### config.mk
export PLATFORM = sky130hd
export DESIGN_NAME = sfm_loader
export DESIGN_NICKNAME = d
export VERILOG_FILES = /design/src/rtl/sfm_loader.sv
export SDC_FILE = /design/constraint.sdc
export NUM_CORES = 1
export LEC_CHECK = 0
export BUFFER_PORTS_ARGS = -buffer_cell sky130_fd_sc_hd__buf_2
export CAP_MARGIN = 0
export CORE_MARGIN = 1.5
export CORE_UTILIZATION = 55
export DETAILED_ROUTE_END_ITERATION = 10
export PLACE_DENSITY = 0.71
export SYNTH_ARGS = -nofsm -noshare
export SYNTH_HDL_FRONTEND = slang
export SYNTH_SLANG_ARGS = --single-unit
### constraint.sdc
create_clock -name clk -period 2.8 [get_ports clk]
set_clock_uncertainty 0.1 [all_clocks]
set_input_delay 0.14 -clock clk [delete_from_list [all_inputs] [get_ports clk]]
set_output_delay 0.14 -clock clk [all_outputs]
set_load 0.01 [all_outputs]
### src/rtl/sfm_loader.sv
module sfm_loader #(
  parameter int SAW     = 3,
  parameter int BAW     = 7,
  parameter int DW      = 8,
  parameter int WIN_CYC = 200
) (
  input  logic               clk,
  input  logic               rst_n,
  input  logic               ld_start,
  input  logic               ld_end,
  input  logic [SAW+BAW-1:0] ld_addr,
  input  logic [DW-1:0]      ld_data,
  input  logic               busy_i,
  input  logic [BAW-1:0]     buf_idx,
  output logic               go,
  output logic [SAW-1:0]     sect,
  output logic [DW-1:0]      last_data,
  output logic [DW-1:0]      buf_byte,
  output logic               buf_vld,
  output logic               err
);
  localparam int NB = 1 << BAW;
  localparam int TW = $clog2(WIN_CYC + 1);
  localparam logic [TW-1:0] T_LAST = TW'(WIN_CYC - 1);

  logic [DW-1:0]  buf_mem [NB];
  logic [NB-1:0]  mask;
  logic           win_open, in_load;
  logic [SAW-1:0] sect_q;
  logic [BAW-1:0] idx_q;
  logic [TW-1:0]  timer;
  logic [SAW-1:0] ld_sect;
  logic [BAW-1:0] ld_byte;
  logic           take_new, take_more, reject, expire;

  assign ld_sect   = ld_addr[SAW+BAW-1:BAW];
  assign ld_byte   = ld_addr[BAW-1:0];
  assign take_new  = ld_start && !busy_i && !win_open;
  assign take_more = ld_start && !busy_i && win_open && (ld_sect == sect_q);
  assign reject    = ld_start && !busy_i && win_open && (ld_sect != sect_q);
  assign expire    = win_open && !in_load && !ld_start && (timer == T_LAST);

  always_ff @(posedge clk or negedge rst_n) begin
    if (!rst_n) begin
      win_open  <= 1'b0;
      in_load   <= 1'b0;
      sect_q    <= '0;
      idx_q     <= '0;
      timer     <= '0;
      mask      <= '0;
      last_data <= '0;
      err       <= 1'b0;
      go        <= 1'b0;
    end else begin
      go <= expire;
      if (win_open && !in_load && !ld_start) begin
        if (expire) begin
          win_open <= 1'b0;
          timer    <= '0;
        end else begin
          timer <= timer + 1'b1;
        end
      end
      if (take_new) begin
        win_open <= 1'b1;
        sect_q   <= ld_sect;
        mask     <= '0;
      end
      if (take_new || take_more) begin
        in_load <= 1'b1;
        idx_q   <= ld_byte;
        timer   <= '0;
      end
      if (reject) err <= 1'b1;
      if (ld_end && in_load) begin
        mask[idx_q] <= 1'b1;
        last_data   <= ld_data;
        in_load     <= 1'b0;
        timer       <= '0;
      end
    end
  end

  always_ff @(posedge clk) begin
    if (ld_end && in_load) buf_mem[idx_q] <= ld_data;
  end

  assign buf_byte = buf_mem[buf_idx];
  assign buf_vld  = mask[buf_idx];
  assign sect     = sect_q;


  err_sticky_chk: assert property (@(posedge clk) disable iff (!rst_n)
    err |=> err);


  busy_load_drop_chk: assert property (@(posedge clk) disable iff (!rst_n)
    (busy_i && ld_start) |=> !in_load);


  window_bound_chk: assert property (@(posedge clk) disable iff (!rst_n)
    timer <= T_LAST);
endmodule

Word level (Yosys, flattened, before mapping)
Memory sizes are Yosys's and may differ from the RTL's.
Index checks and enable logic that the tools add are counted.
{ "word_totals": {"inputBits": 30, "register_bits": 158, "elab_cells": 55, "out_inout_bits": 22, "mem_bits_rw": 1024, "memories": 1} }
{ "mem_list": {"columns": ["memory", "depth", "word_bits", "rd", "rd_clocked_by_memory_dff", "write_ports", "line_no", "text"], "rows": [
  ["buf_mem", 128, 8, 1, 0, 1, "26", "logic [DW-1:0] buf_mem [NB];"]
]} }
{ "classes": {"add_sub_neg": 1, "n_mux": 17, "magnitude_cmp": 3, "bitwise_logic": 1, "eq_ne": 3, "n_reduce_logical": 20} }
{ "ops": {"columns": ["op", "n"], "rows": [
  ["2-to-1 mux 128 bit", 2],
  ["bitwise OR 128 bit", 1],
  ["2-to-1 mux 8 bit", 4],
  ["< comparator 7 x 8 -> 1 bit (second input constant)", 2],
  ["logical AND 1 bit", 10],
  ["2-to-1 mux 1 bit", 9],
  ["adder 8 x 1 -> 8 bit (second input constant)", 1],
  ["== test 8 bit (second input constant)", 1],
  ["binary-select mux 1 bit (select 7 bit)", 1],
  ["demux 1 bit (select 7 bit)", 1],
  [">= comparator 7 x 1 -> 1 bit (second input constant)", 1],
  ["nonzero test 2 bit", 3],
  ["zero test 1 bit", 4],
  ["== test 3 bit", 1],
  ["!= test 3 bit", 1],
  ["nonzero test 3 bit", 1],
  ["AND reduction 2 bit", 1],
  ["logical OR 1 bit", 1]
]} }

Logic depth before layout (Yosys ltp)
Gate-level depths: netlist (run 1).
{ "logic_depth": {"depth_word": 8, "mapped_depth": 7, "mapped_depth_nobuf": 6} }

Least setup slack after synthesis (run 1)
Ideal clock, no wire load.
{ "synth_timing": {"path_kind": "input-to-output", "startpoint": "input port buf_idx[0]", "endpoint": "output port buf_byte[0]", "setup_slack_ns": -0.038, "required_ns": 2.560, "path_buffers": 2, "cell_stages": 6, "t_arrival_ns": 2.598, "cell_sequence": "buf_2 > buf_1 > mux4_2 > mux4_2 > mux4_2 > mux2_2"} }
{ "synth_between": {"elab_chain_cells": 1} }
{ "synth_lines": {"columns": ["item", "line_no", "text"], "rows": [
  ["from (decl)", "14", "input logic [BAW-1:0] buf_idx,"],
  ["memory (128 x 8 bit)", null, null],
  ["to (decl)", "18", "output logic [DW-1:0] buf_byte,"]
]} }
Every way passes these cells.

Final worst setup path (run 1)
{ "layout_timing": {"startpoint": "memory buf_mem[61][5]", "endpoint": "output port buf_byte[5]"} }
{ "layout_between": {"elab_chain_cells": 1} }
{ "layout_lines": {"columns": ["item", "line_no"], "rows": [
  ["from (decl)", "26"],
  ["memory (128 x 8 bit)", null]
]} }
Every way passes these cells.

==> reports/qor.csv, run 1 <==
metric,value,unit
htreeDepth,3,
yosysSeqAreaShare,75.4,%
synthXorXnorAreaFrac,0.0571,%
portBuffers,51,
whs,114,ps
synth_fp_nets,2103,
clkSlewWorstSetupHoldPaths,60,ps
slowest_stage,mux4_2,
rsz0062_at_grt,yes,
dp_hpwl,69.8,mm
yosysWarnings,0,
ir_drop,0.535,mV
fp-row-count,105,
insertion_delay,690,ps
critPathKind,reg2out,
finalCritPeriodShare,123,%
status,"finished, violations left",
synthCells,2072,
muxShareOfSynthArea,19.0,%
p_leak,19.5,nW
cp-end-kind,primary output,
clockBufferDepth,3,
path_cells,"mux4_2, mux4_2, mux4_2, mux2_4, buf_6",
die_h,292,um
setup_violations,9,
syn_area_per_cell,22.2,sq um
final_nets,2442,
vias,22800,
power,38.7,mW
num-fill-cells,5276,
fmax,290,MHz
drtIter0Drc,2529,
synthSimpleGateAreaFrac,2.01,%
cts_made_buffers,111,
slew_headroom,40.3,%
synth-compound-area-share,2.35,%
grt_start_max_net_pins,113,
cpMostUsedCell,mux4_2,
violations,setup timing,
wl_met1,42.4,mm
wl_met3,10.1,mm
tritoncts,built,
drt_pass1_iterations,5,
synth_area_leader_cell,edfxtp_1,
worstPathMaxFanout,1,
synthDistinctLibCells,37,
clock-root-buffer,clkbuf_16,
final_common_cell,edfxtp_1,
clkSinkCount,1182,
worst_slew_pin_slew,895,ps
mostFrequentLayoutCells,"edfxtp_1, mux4_2, buf_4",
drv_slew,0,
crit_arrival,3210,ps
fin_util,65.3,%
synth_top_family_by_area,multiplexers,
track_usage,26.3,%
synth_fa_ha_area_share,0.0272,%
required,2560,ps
crit_path_max_incr_delay,590,ps
worst_slack,-654,ps
via_per_inst,6.37,
synth_area,46000,sq um
synth_seq_cells,1182,
finalHoldViolations,0,
antenna_found_initial,9,
dieArea,85400,sq um
postRouteAntennaNets,0,
cap_violations,0,
design.core.area,82500,sq um
layout-drive-gt1-share,35.4,%
cp-start-kind,flop,
hold_class,in2reg,
routedWlPerCell,30.4,um
drc,0,
grt_overflow,0,
synth_area_leaders,"edfxtp_1, mux4_2, dfrtp_1",
grt_pass1_wl,161,mm
initial_core_util,55.8,%
ios,52,
power.density,719,nW/um^2
synth-edff-count,1024,
async_flop_share,13.4,%
area_delta_synth_final,17.1,%
die_w,292,um
met2_length,53.0,mm
synthFlopType,edfxtp_1,
synth_top_area_share,66.8,%
min_period,3450,ps
place_congestion,0.825,
grt_pass1_vias,23700,
top_layer,met5,
totalWireLength,109,mm
==> cells in the mapped netlist, types with 6 or more instances <==
master and number:
edfxtp_1 1024, mux2_1 10, buf_2 22, clkbuf_1 76
nand2_1 40, nand3_1 11, nor2b_1 6, mux2_2 10
buf_1 16, nor2_1 135, or2_1 7, dfrtp_1 158
mux4_2 378, a21o_1 128
==> power by group <==
group / switching (mW) / internal [mW] / total (mW)
Sequential: 0.353 / 19.7 / 20.0
Combinational: 1.74 / 1.48 / 3.22
Clock: 6.54 / 8.95 / 15.5
==> final timing paths <==
| path | slack (ps) | startpoint | cells after the start | endpoint |
|---|---|---|---|---|
| setup / recovery | -650 | buf_mem[61][5] | 5 | buf_byte[5] |
| hold / removal | 110 | ld_addr[2] | 3 | idx_q[2] |
| setup reg to reg | 120 | in_load | 5 | buf_mem[122][2] |
| hold reg to reg | 380 | mask[122] | 1 | mask[122] |
| max in group asynchronous | 1770 | rst_n | 4 | mask[54] |
| min in group asynchronous | 510 | rst_n | 4 | idx_q[0] |
==> per-stage QoR <==
step	setup TNS, ps	std cells	cell area, sq um	setup WS (ps)
3_5_place_dp	-3000	3340	49700	-376
3_3_place_gp	-2870	3340	49700	-358
4_1_cts	-5580	3576	53900	-685
5_1_grt	-5730	3578	53900	-690
6_report	-5420	3581	53900	-654
2_1_floorplan	0	2072	46000	36.6
==> cell type report <==
type	count	area, sq um	area share, %
Sequential cell	1182	34700	64.4
Tap cell	1070	1340	2.48
Antenna cell	3	7.51	0.0139
Inverter	3	11.3	0.0209
Timing Repair Buffer	345	3200	5.94
Multi-Input combinational cell	768	10800	20.1
Clock inverter	79	840	1.56
Clock buffer	131	2960	5.48
==> per-layer routing <==
metal,vias to the layer above,track usage (%)
met1,12200,36.8
met3,191,5.97
met2,1139,41.7
met4,4,8.50
li1,9328,-
met5,-,0
==> repair_timing <==
action,CTS,global route
endpoints found under the hold margin,520,0
resized for setup,20,1
setup buffers,1,2
setup endpoints to repair,17,17
cloned,0,0
hold buffers,25,0
==> flip-flops by register name, indices dropped and copies added, names as in the netlist <==
signal     flops
buf_mem     1024
mask         128
last_data      8
timer          8
idx_q          7
sect           3
err            1
go             1
in_load        1
win_open       1
==> worst max-delay path: cells and delay by family, from the launching register on <==
kind | cells | cell delay, ps
muxes | 4 | 2020
buffers and inverters | 1 | 130
DFF | 1 | 360
==> cells by family after synthesis <==
kind of cell | after synthesis
multiplexers | 399
adder cells (fa/ha/maj) | 1
XOR/XNOR | 3
buffers and inverters | 122
flip-flops | 1182
AO/OA/AOI/OAI | 147
AND/OR/NAND/NOR | 218
No activity file was read; power rests on OpenSTA's default activity.
==> inputs of run 2 (changes only) <==
Settings changed: BUFFER_PORTS_ARGS -buffer_cell sky130_fd_sc_hd__buf_2 to default, DONT_BUFFER_PORTS from default to 1, PLACE_DENSITY 0.71 to 0.7.
==> reports/qor.csv, run 2 (same netlist as run 1, synthesis figures left out) <==
metric,value,unit,change
drv_slew,0,,unchanged
final_nets,2304,,-5.7%
top_regs,"buf_mem x1024, mask x128",,
die_w,292,um,unchanged
slowest_stage,mux4_2,,
critPathKind,reg2out,,
placed_cells,3187,,-4.6%
finalHoldViolations,158,,+158
ir_drop,0.517,mV,-3.4%
mostFrequentLayoutCells,"edfxtp_1, mux4_2, buf_4",,
worstPathMaxFanout,1,,unchanged
fin_util,63.6,%,-1.7 points
clkSlewWorstSetupHoldPaths,60,ps,about the same
cpMostUsedCell,mux4_2,,
cp-start-kind,flop,,
power.density,726,nW/um^2,+1.0%
largest_reg_flops,1024,,unchanged
setup_violations,9,,unchanged
dp_hpwl,59.5,mm,-15%
tritoncts,built,,
required,2560,ps,about the same
drtIter0Drc,2675,,+5.8%
crit_arrival,3020,ps,-190 ps
path_cells,"mux4_2, mux4_2, mux4_2, mux2_4",,
hold_class,in2async,,
cts_made_buffers,117,,+5.4%
portBuffers,0,,-100%
slew_headroom,41.2,%,+0.81 points
grt_overflow,0,,unchanged
ios,52,,unchanged
via_per_inst,6.42,,+0.68%
grt_pass1_vias,22500,,-4.8%
top_layer,met5,,
dieArea,85400,sq um,unchanged
power,38.1,mW,-1.6%
place_congestion,0.783,,-5.2%
antenna_cells,0,,-3
postRouteAntennaNets,0,,unchanged
cap_violations,0,,unchanged
clock-root-buffer,clkbuf_16,,
worst_slew_pin_slew,883,ps,-12.2 ps
regMostFlops,buf_mem,,
layout-drive-gt1-share,31.1,%,-4.3 points
drt_pass1_iterations,5,,unchanged
crit_path_max_incr_delay,580,ps,about the same
htreeDepth,3,,unchanged
antenna_found_initial,7,,-2
multiInputGateArea,10800,sq um,unchanged
insertion_delay,680,ps,about the same
num-fill-cells,5463,,+3.5%
regArea,34700,sq um,unchanged
track_usage,25.3,%,-1.0 points
rsz0062_at_grt,yes,,
routedWlPerCell,30.4,um,+0.13%
violations,"hold timing, setup timing",,
worst_slack,-457,ps,+197 ps
p_leak,18.6,nW,-4.2%
wl_met1,41.7,mm,-1.7%
final_common_cell,edfxtp_1,,
finalSetupTns,-3850,ps,+1570 ps
die_h,292,um,unchanged
grt_pass1_wl,156,mm,-3.3%
cp-end-kind,primary output,,
design.core.area,82500,sq um,unchanged
grt_start_max_net_pins,289,,+160%
finalCritPeriodShare,116,%,-7.0 points
vias,22100,,-3.1%
drc,0,,unchanged
initial_core_util,55.8,%,unchanged
fmax,307,MHz,+6.1%
final_cells,3448,,-3.7%
fp-row-count,105,,unchanged
min_period,3260,ps,-197 ps
area_delta_synth_final,14.1,%,
clkSinkCount,1182,,unchanged
whs,-939,ps,-1050 ps
clockBufferDepth,3,,unchanged
met2_length,51.4,mm,-3.1%
totalWireLength,105,mm,-3.6%
status,"finished, violations left",,
wl_met3,9.89,mm,-2.2%
postCtsHoldBufs,36,,+44%
==> run 2: cell count changes in the layout (fill, tap and decap cells not counted), moves of 12 or more <==
cell,change
clkbuf_8,+12
buf_2,-29
buf_12,-41
buf_4,-73
clkinv_1,-13
clkbuf_1,+26
==> run 2: metal layers <==
layer  global-route usage, %  vias to the layer above
met5                       0                        -
met4                    5.27                        4
met3                    4.84                      149
met2                    40.0                     1070
met1                    37.3                    11900
li1                        -                     9041
==> run 2: area by class of cell <==
class	count	share of cell area, %
Multi-Input combinational cell	768	20.6
Tap cell	1070	2.55
Inverter	3	0.0215
Clock inverter	48	0.841
Sequential cell	1182	66.1
Timing Repair Buffer	201	3.38
Clock buffer	176	6.44
==> run 2: final timing paths <==
path                                start          end  slack [ps]  depth (start not counted)
max in group asynchronous           rst_n     mask[28]        3250                          0
setup / recovery           buf_mem[61][6]  buf_byte[6]        -460                          4
hold reg to reg                  mask[60]     mask[60]         370                          1
min in group clk               ld_addr[2]     idx_q[2]          70                          2
setup reg to reg                  sect[0]     idx_q[0]         170                          6
hold / removal                      rst_n     mask[32]        -940                          0
==> run 2: through the flow <==
stage	worst slack [ps]	area, sq um
final	-457	52500
after global routing	-502	52500
after CTS	-497	52500
after detailed placement	193	48100
after global placement	203	48100
after floorplan	36.6	46000
==> run 2: worst max-delay path: cells and delay by family, from the launching register on <==
family,cells,cell delay [ps]
flip-flops,1,360
multiplexers,4,1980
==> run 2: repair_timing <==
action	CTS	global route
setup endpoints to repair	9	15
setup buffers	0	1
gates resized for setup	9	1
cloned	0	0
hold endpoints to repair	1208	158
==> run 2: power by group <==
| group | switching (mW) | total (mW) | leakage, nW | internal [mW] |
|---|---|---|---|---|
| Combinational | 1.31 | 2.62 | 5.42 | 1.31 |
| Clock | 6.57 | 15.4 | 1.87 | 8.84 |
| Sequential | 0.411 | 20.1 | 11.3 | 19.7 |
| Total | 8.29 | 38.1 | 18.6 | 29.8 |
==> inputs of run 3 (changes only) <==
Settings changed: PLACE_DENSITY 0.7 to 0.67, SLEW_MARGIN from default to 20.
Clock period 2.8 ns to 4 ns, I/O delays scaled along.
==> reports/qor.csv, run 3 (same netlist as run 1, synthesis figures left out) <==
metric,value,unit,change
status,"finished, violations left",,
violations,slew limit,,
cp-end-kind,primary output,,
largest_reg_flops,1024,,unchanged
crit_path_max_incr_delay,1040,ps,+460 ps
antenna_found_initial,10,,+3
die_w,292,um,unchanged
postRouteAntennaNets,0,,unchanged
die_h,292,um,unchanged
cp-start-kind,input port,,
path_cells,"mux4_2, mux4_2, mux4_2, mux2_2",,
crit_arrival,3450,ps,+430 ps
portBuffers,0,,unchanged
drt_pass1_iterations,7,,+2
via_per_inst,6.40,,-0.25%
clock-root-buffer,clkbuf_16,,
finalCritPeriodShare,93.6,%,
finalSetupTns,0,ps,+3850 ps
place_congestion,0.789,,+0.86%
r2r_slack,960,ps,+790 ps
layout-drive-gt1-share,26.7,%,-4.4 points
min_path_cells,2,,
hold_end,idx_q[6],,
tritoncts,built,,
cap_violations,0,,unchanged
ios,52,,unchanged
cp-startpoint,buf_idx[0],,
dp_slack,1050,ps,+856 ps
critPathKind,in2out,,
finish.instance_area,51300,sq um,-2.2%
grt_overflow,0,,unchanged
area_delta_synth_final,11.5,%,
worst_slack,254,ps,+711 ps
clockBufferDepth,3,,unchanged
ir_drop,0.401,mV,-22%
totalWireLength,102,mm,-3.0%
crit_family,multiplexers,,
fmax,267,MHz,
crit_buf_inv,0,,unchanged
insertion_delay,670,ps,about the same
worstPathMaxFanout,288,,+287
cts_made_buffers,116,,-0.85%
min_period,3750,ps,
routedWlPerCell,30.9,um,+1.4%
whs,88.6,ps,+1030 ps
grt_start_max_net_pins,289,,unchanged
fp-row-count,105,,unchanged
vias,21100,,-4.5%
grt_pass1_vias,21800,,-3.0%
worstReg2RegEnd,buf_mem[18][3],,
regMostFlops,buf_mem,,
top_regs,"buf_mem x1024, mask x128",,
htreeDepth,3,,unchanged
p_leak,17.8,nW,-4.5%
drv_slew,110,,+110
min_from,ld_addr[6],,
power.density,520,nW/um^2,-28%
drc,0,,unchanged
mostFrequentLayoutCells,"edfxtp_1, mux4_2, dfrtp_1",,
worst_slew_pin_slew,1560,ps,+678 ps
clkSinkCount,1182,,unchanged
cts_setup_buffers,0,,unchanged
final_common_cell,edfxtp_1,,
hold_class,in2reg,,
initial_core_util,55.8,%,unchanged
dieArea,85400,sq um,unchanged
track_usage,24.6,%,-0.69 points
required,3700,ps,+1140 ps
grt_pass1_wl,151,mm,-2.9%
slowest_stage,mux4_2,,
slew_headroom,-4.06,%,-45 points
clkSlewWorstSetupHoldPaths,60,ps,about the same
r2r-start,idx_q[3],,
dp_hpwl,56.3,mm,-5.4%
rsz0062_at_grt,no,,
final_nets,2156,,-6.4%
dpl_cell_area,47000,sq um,-2.3%
r2r_cells,3,,-3
drtIter0Drc,2416,,-9.7%
finalHoldViolations,0,,-100%
design.core.area,82500,sq um,unchanged
setup_violations,0,,-9
cpMostUsedCell,mux4_2,,
==> run 3: cell type report <==
type	count	area (sq um)
Timing Repair Buffer	54	643
Fill cell	5516	31200
Antenna cell	4	10.0
Multi-Input combinational cell	768	10800
Tap cell	1070	1340
Clock buffer	166	3250
Inverter	3	11.3
Sequential cell	1182	34700
Clock inverter	53	554
==> run 3: where the power goes <==
part	switching [mW]	internal (mW)
clock	4.52	6.35
combinational	0.960	0.830
sequential	0.269	13.8
==> run 3: timing repair <==
item	4_1_cts	5_1_grt
endpoints found under the hold margin	1206	0
endpoints found under the setup margin	0	0
hold buffers	32	0
resized for setup	0	0
==> run 3: per-layer routing <==
metal	GRT usage (%)	share of wire, %
met1	36.9	42
met2	38.0	48
met3	5.06	8.5
met4	5.22	1.8
met5	0	0.0088
==> run 3: worst max path at each step <==
| stage | slack (ps) | to | cells after the start |
|---|---|---|---|
| 6_report | 250 | buf_byte[1] | 4 |
| 3_3_place_gp | 1020 | buf_mem[24][6] | 3 |
| 5_1_grt | 600 | buf_byte[1] | 4 |
| 2_1_floorplan | 1040 | buf_byte[0] | 6 |
| 3_5_place_dp | 1050 | buf_mem[71][5] | 4 |
| 4_1_cts | 600 | buf_vld | 4 |
==> run 3: worst register-to-register path, cell delays in order (launching register included) <==
cell,delay [ps]
dfrtp_1,470
nor2b_1,860
nand2_1,440
nor2_1,800
==> run 3: metrics by stage <==
stage / cells / util [%] / total power, mW
finish: 3300 / 62.2 / 26.7
global route: 3299 / 62.2 / 27.4
CTS: 3296 / 62.2 / 26.8
detailed placement: 3045 / 57.0 / 15.8
global placement: 3045 / 57.0 / 15.7
floorplan: 2072 / - / 15.4
